`src/rtl/illscan_pkg.sv`:
```
package illscan_pkg;
    localparam int unsigned NUM_SEG = 4;

    typedef enum logic {
        SRC_CHAIN = 1'b0,
        SRC_BCAST = 1'b1
    } head_src_e;

    typedef enum logic {
        OP_CAPTURE = 1'b0,
        OP_SHIFT   = 1'b1
    } cell_op_e;
endpackage

```
`src/rtl/illscan_head_sel.sv`:
```
module illscan_head_sel
    import illscan_pkg::*;
(
    input  head_src_e src,
    input  logic      scan_in,
    input  logic      prev_tail,
    output logic      head
);
    always_comb begin
        unique case (src)
            SRC_BCAST: head = scan_in;
            SRC_CHAIN: head = prev_tail;
        endcase
    end
endmodule

```
`src/rtl/illscan_segment.sv`:
```
module illscan_segment
    import illscan_pkg::*;
#(
    parameter int unsigned SEG_LEN = 8
) (
    input  logic               clk,
    input  logic               rst_n,
    input  cell_op_e           op,
    input  logic               head_in,
    input  logic [SEG_LEN-1:0] func_d,
    output logic [SEG_LEN-1:0] q,
    output logic               tail
);
    always_ff @(posedge clk or negedge rst_n) begin
        if (!rst_n) begin
            q <= '0;
        end else begin
            unique case (op)
                OP_SHIFT:   q <= {q[SEG_LEN-2:0], head_in};
                OP_CAPTURE: q <= func_d;
            endcase
        end
    end

    assign tail = q[SEG_LEN-1];
endmodule

```
`src/rtl/illscan_chain.sv`:
```
module illscan_chain
    import illscan_pkg::*;
#(
    parameter int unsigned SEG_LEN = 8
) (
    input  logic                         clk,
    input  logic                         rst_n,
    input  logic                         scan_en,
    input  logic                         bcast_mode,
    input  logic                         scan_in,
    input  logic [NUM_SEG*SEG_LEN-1:0]   func_d,
    output logic [NUM_SEG*SEG_LEN-1:0]   cell_q,
    output logic [NUM_SEG-1:0]           seg_out
);
    localparam int unsigned CELLS = NUM_SEG * SEG_LEN;

    cell_op_e            op;
    head_src_e           src;
    logic [NUM_SEG-1:0]  head;
    logic [NUM_SEG-1:0]  tail;

    assign op  = cell_op_e'(scan_en);
    assign src = head_src_e'(bcast_mode);

    assign head[0] = scan_in;

    for (genvar k = 0; k < NUM_SEG; k++) begin : g_seg
        if (k > 0) begin : g_sel
            illscan_head_sel sel_i (
                .src       (src),
                .scan_in   (scan_in),
                .prev_tail (tail[k-1]),
                .head      (head[k])
            );
        end

        illscan_segment #(.SEG_LEN(SEG_LEN)) seg_i (
            .clk     (clk),
            .rst_n   (rst_n),
            .op      (op),
            .head_in (head[k]),
            .func_d  (func_d[k*SEG_LEN +: SEG_LEN]),
            .q       (cell_q[k*SEG_LEN +: SEG_LEN]),
            .tail    (tail[k])
        );
    end

    assign seg_out = tail;

    if (CELLS < 2*NUM_SEG) begin : g_len_check
        $error("SEG_LEN must be at least 2");
    end
endmodule

```
`config.mk`:
```
export PLATFORM = sky130hd
export DESIGN_NAME = illscan_chain
export DESIGN_NICKNAME = d
export VERILOG_FILES = /design/src/rtl/illscan_pkg.sv /design/src/rtl/illscan_head_sel.sv /design/src/rtl/illscan_segment.sv /design/src/rtl/illscan_chain.sv
export SDC_FILE = /design/constraint.sdc
export NUM_CORES = 1
export LEC_CHECK = 0
export BUFFER_PORTS_ARGS = -buffer_cell sky130_fd_sc_hd__clkbuf_2
export CORE_MARGIN = 2
export CORE_UTILIZATION = 48
export CTS_BUF_LIST = sky130_fd_sc_hd__clkbuf_16
export CTS_CLUSTER_DIAMETER = 150
export DETAILED_ROUTE_END_ITERATION = 8
export GPL_ROUTABILITY_DRIVEN = 0
export PLACE_DENSITY_LB_ADDON = 0.25
export SLEW_MARGIN = 20
export SYNTH_ARGS = -nofsm -noshare
export SYNTH_HDL_FRONTEND = slang
export SYNTH_HIERARCHICAL = 1
export SYNTH_SLANG_ARGS = --single-unit
export TNS_END_PERCENT = 10
```
`constraint.sdc`:
```
create_clock -name clk -period 2.8 [get_ports clk]
set_input_delay 0.84 -clock clk [delete_from_list [all_inputs] [get_ports clk]]
set_output_delay 0.84 -clock clk [all_outputs]
set_load 0.05 [all_outputs]
```
==> results_tabular.tex <==
\begin{tabular}{lr}
\hline
Metric & Value \\
\hline
\multicolumn{2}{l}{\textbf{Critical path}} \\
\quad Category of the worst setup path capture point & primary output \\
\quad Family with the most delay on the worst path & flip-flops \\
\quad FF-to-FF setup slack & 1760 ps \\
\quad CP Class & register to primary output \\
\quad Depth of the most critical reg-to-reg path & 2 \\
\quad Buf/Inv on CP & 1 \\
\quad Startpoint of the worst-slack reg-to-reg timing path & g\_seg[2].seg\_i/q[7] \\
\quad Worst endpoint data arrival time & 940 ps \\
\quad Maximum fanout encountered on the critical timing path & 3 \\
\quad Cells along the critical path & clkbuf\_2 \\
\quad End of the worst register-to-register path & g\_seg[3].seg\_i/q[0] \\
\quad Category of the worst setup path launch point & register \\
\quad Required time reported for the critical path endpoint & 1960 ps \\
\quad Slowest stage delay, CP & 380 ps \\
\quad Slowest cell on the critical path & sky130\_fd\_sc\_hd\_\_dfrtp\_1 \\
\multicolumn{2}{l}{\textbf{STA}} \\
\quad Final slew viol count & 0 \\
\quad Worst clock skew & 5.12 ps \\
\quad Relative slew slack & between 40 and 50\% \\
\quad Final critical delay including setup and external delays & roughly 1800 ps \\
\quad Max Fclk & about 560 MHz \\
\quad Unrepaired setup endpoints after global routing & false \\
\quad Post-route setup TNS & 0 ps \\
\quad Measured slew at the worst slew-check pin & approximately 770 ps \\
\quad Final Cycle Share & 63.5\% \\
\quad Final Worst Setup Slack & 1020 ps \\
\quad Final setup fails & 0 \\
\quad Final count of hold timing violations & 0 \\
\multicolumn{2}{l}{\textbf{Global routing}} \\
\quad Maximum number of pins on one net before global-route repair & 33 \\
\quad Antenna violations before repair & 0 \\
\quad Number of global-route vias before repair & roughly 860 \\
\quad First-pass GRT wire length & 3.83 mm \\
\quad Global Route Usage Sum & 15.6\% \\
\quad Total grt overflow & 0 \\
\multicolumn{2}{l}{\textbf{Power and ir drop}} \\
\quad Switching Power & 0.447 mW \\
\quad Part of the total power dissipated in sequential elements & between 30\% and 40\% \\
\quad Ratio of total power to cell area & 750 mW/mm² \\
\quad Cell internal pwr & approximately 0.95 mW \\
\quad Max rail drop VDD & 0.731 mV \\
\quad Fraction of power consumed by the clock network & between 30\% and 40\% \\
\quad Static Leak & 1.04 nW \\
\quad Switch share & 31.9\% \\
\quad Part of the total power dissipated in combinational logic & 26.7\% \\
\multicolumn{2}{l}{\textbf{Clock network}} \\
\quad Clock transition at path regs & 50 ps \\
\quad Clock tree buffer depth & 2 \\
\quad Number of instances resized during post-cts repair & 0 \\
\quad Post-CTS setup buffer count & 0 \\
\quad Clock buffer count from CTS & 5 \\
\quad TritonCTS clock tree & done \\
\quad Worst skew pair latency & 270 ps \\
\quad Number of buffers inserted for hold repair after clock tree synthesis & 0 \\
\quad Clock Root Buffer & sky130\_fd\_sc\_hd\_\_clkbuf\_16 \\
\quad Number of sinks handled by clock tree synthesis & 32 \\
\quad Maximum level of the CTS H-tree & 2 \\
\multicolumn{2}{l}{\textbf{Layout}} \\
\quad Leading registers by flop count & g\_seg.seg\_i/q x32 \\
\quad Layout cell share with drive strength beyond 1 & 77.6\% \\
\quad Most flop-heavy register & g\_seg.seg\_i/q \\
\quad Cell area after layout & $\sim$0.0019 mm² \\
\quad Nets & 184 \\
\quad Final antenna diode count & 0 \\
\quad Max reg flops & 32 \\
\quad Fill cell instance count of the final layout & approximately 200 \\
\quad P\&R area growth vs syn & 33.2\% \\
\quad Area of combinational cells with multiple inputs & 526 µm² \\
\quad Seq. cell area & roughly 800 µm² \\
\quad Cell Count, Final, Fillers Out & 178 \\
\multicolumn{2}{l}{\textbf{Placement}} \\
\quad Post-placement cell area & 0.00173 mm² \\
\quad Post-place setup slack & 913 ps \\
\quad Port buffer count & 72 \\
\quad Hpwl dp & 1.75 mm \\
\quad Cells after DPL & 171 \\
\multicolumn{2}{l}{\textbf{Synthesis}} \\
\quad Fraction of the yosys area taken by sequential cells & 57.1\% \\
\quad Cell area after technology mapping & 0.00140 mm² \\
\quad Count of distinct cell types in the synthesized netlist & 4 \\
\quad Mapped Cells & 75 \\
\quad Yosys warning count & 6 \\
\quad Average instance area after synthesis & 18.7 µm² \\
\quad Number of synthesized register bits & 32 \\
\quad Nets in the synthesized netlist & between 100 and 150 \\
\multicolumn{2}{l}{\textbf{Flow run}} \\
\quad Number of max-cap violations & 0 \\
\multicolumn{2}{l}{\textbf{Die}} \\
\quad Area of the die & 0.00337 mm² \\
\quad Number of top-level pins & 73 \\
\quad Die X-Extent & between 50 and 60 µm \\
\quad Die outline height & roughly 58 µm \\
\quad Std cell rows & 19 \\
\quad Core Footprint & 0.00276 mm² \\
\quad Initial core utilization & 50.8\% \\
\multicolumn{2}{l}{\textbf{Route}} \\
\quad Wire length on met1 & $\sim$1000 µm \\
\quad Number of vias per cell & 4.81 \\
\quad Average wire per standard cell & 13.8 µm \\
\quad Met2 Routed Length & 1.22 mm \\
\quad Routed wire length on met3 & 197 µm \\
\quad Iteration-0 DRC count of the detailed router & 14 \\
\quad Vias post-DR & 856 \\
\quad Remaining antenna violation count after routing & 0 \\
\quad Uppermost layer routed & met4 \\
\quad Total length of routed wires & 2.45 mm \\
\quad TritonRoute pass-1 iters & 3 \\
\quad DRC violations left & 0 \\
\multicolumn{2}{l}{\textbf{Worst hold path}} \\
\quad Cells on Worst Hold Path & 1 \\
\quad Min-delay worst type & register to register \\
\quad Source of the worst hold timing path & g\_seg[0].seg\_i/q[3] \\
\quad Hold Path Sink & g\_seg[0].seg\_i/q[4] \\
\multicolumn{2}{l}{\textbf{Run status}} \\
\quad Result of the run & completed \\
\hline
\end{tabular}
==> power groups by stage <==
stage	Clock [mW]	Sequential, mW	Combinational (mW)
finish	0.490	0.537	0.374
global route	0.524	0.543	0.389
CTS	0.505	0.537	0.378
detailed placement	0	0.543	0.377
global placement	0	0.543	0.373
floorplan	0	0.705	0.128
==> cell usage in the layout, fill, tap and decap left out, drive strengths merged <==
| master | n |
|---|---|
| buf | 1 |
| clkbuf | 77 |
| clkinv | 1 |
| dfrtp | 32 |
| inv | 1 |
| mux2 | 35 |
==> per-stage QoR <==
stage | util [%] | power [mW] | hold slack, ps
after floorplan | - | 0.833 | 544
after CTS | 67.7 | 1.42 | 506
after global routing | 67.7 | 1.46 | 514
after global placement | 62.8 | 0.916 | 488
final | 67.7 | 1.40 | 503
after detailed placement | 62.8 | 0.921 | 489
==> cell usage after synthesis <==
| library cell | n | area share (%) |
|---|---|---|
| sky130_fd_sc_hd__dfrtp_1 | 32 | 57 |
| sky130_fd_sc_hd__mux2_4 | 35 | 37 |
| sky130_fd_sc_hd__buf_6 | 4 | 3.2 |
| sky130_fd_sc_hd__buf_4 | 4 | 2.1 |
==> cell families after synthesis <==
logic type and synth area share, %:
mux 37.5, flops 57.1, buf+inv 5.36
==> how the worst max path moves through the flow <==
stage	startpoint	endpoint	slack [ps]	cells after the start
after floorplan	g_seg[1].seg_i/q[7]	cell_q[15]	1060	1
after global placement	scan_en	g_seg[0].seg_i/q[6]	940	3
after detailed placement	scan_en	g_seg[1].seg_i/q[6]	910	3
after CTS	g_seg[2].seg_i/q[7]	seg_out[2]	1010	1
after global routing	g_seg[2].seg_i/q[7]	seg_out[2]	980	1
final	g_seg[2].seg_i/q[7]	seg_out[2]	1020	1
==> routing by layer <==
layer	track usage, %	up-vias
met5	0	-
met4	6.98	0
met3	5.36	4
met2	25.6	42
met1	18.4	411
li1	-	399
==> area by class of cell <==
class / count / share of cell area (%)
timing repair buffer: 73 / 19.7
multi-input combinational: 35 / 28.2
clock buffer: 5 / 6.70
tap: 31 / 2.08
sequential: 32 / 42.9
clock inverter: 2 / 0.469
(Power assumes the default switching activity.)
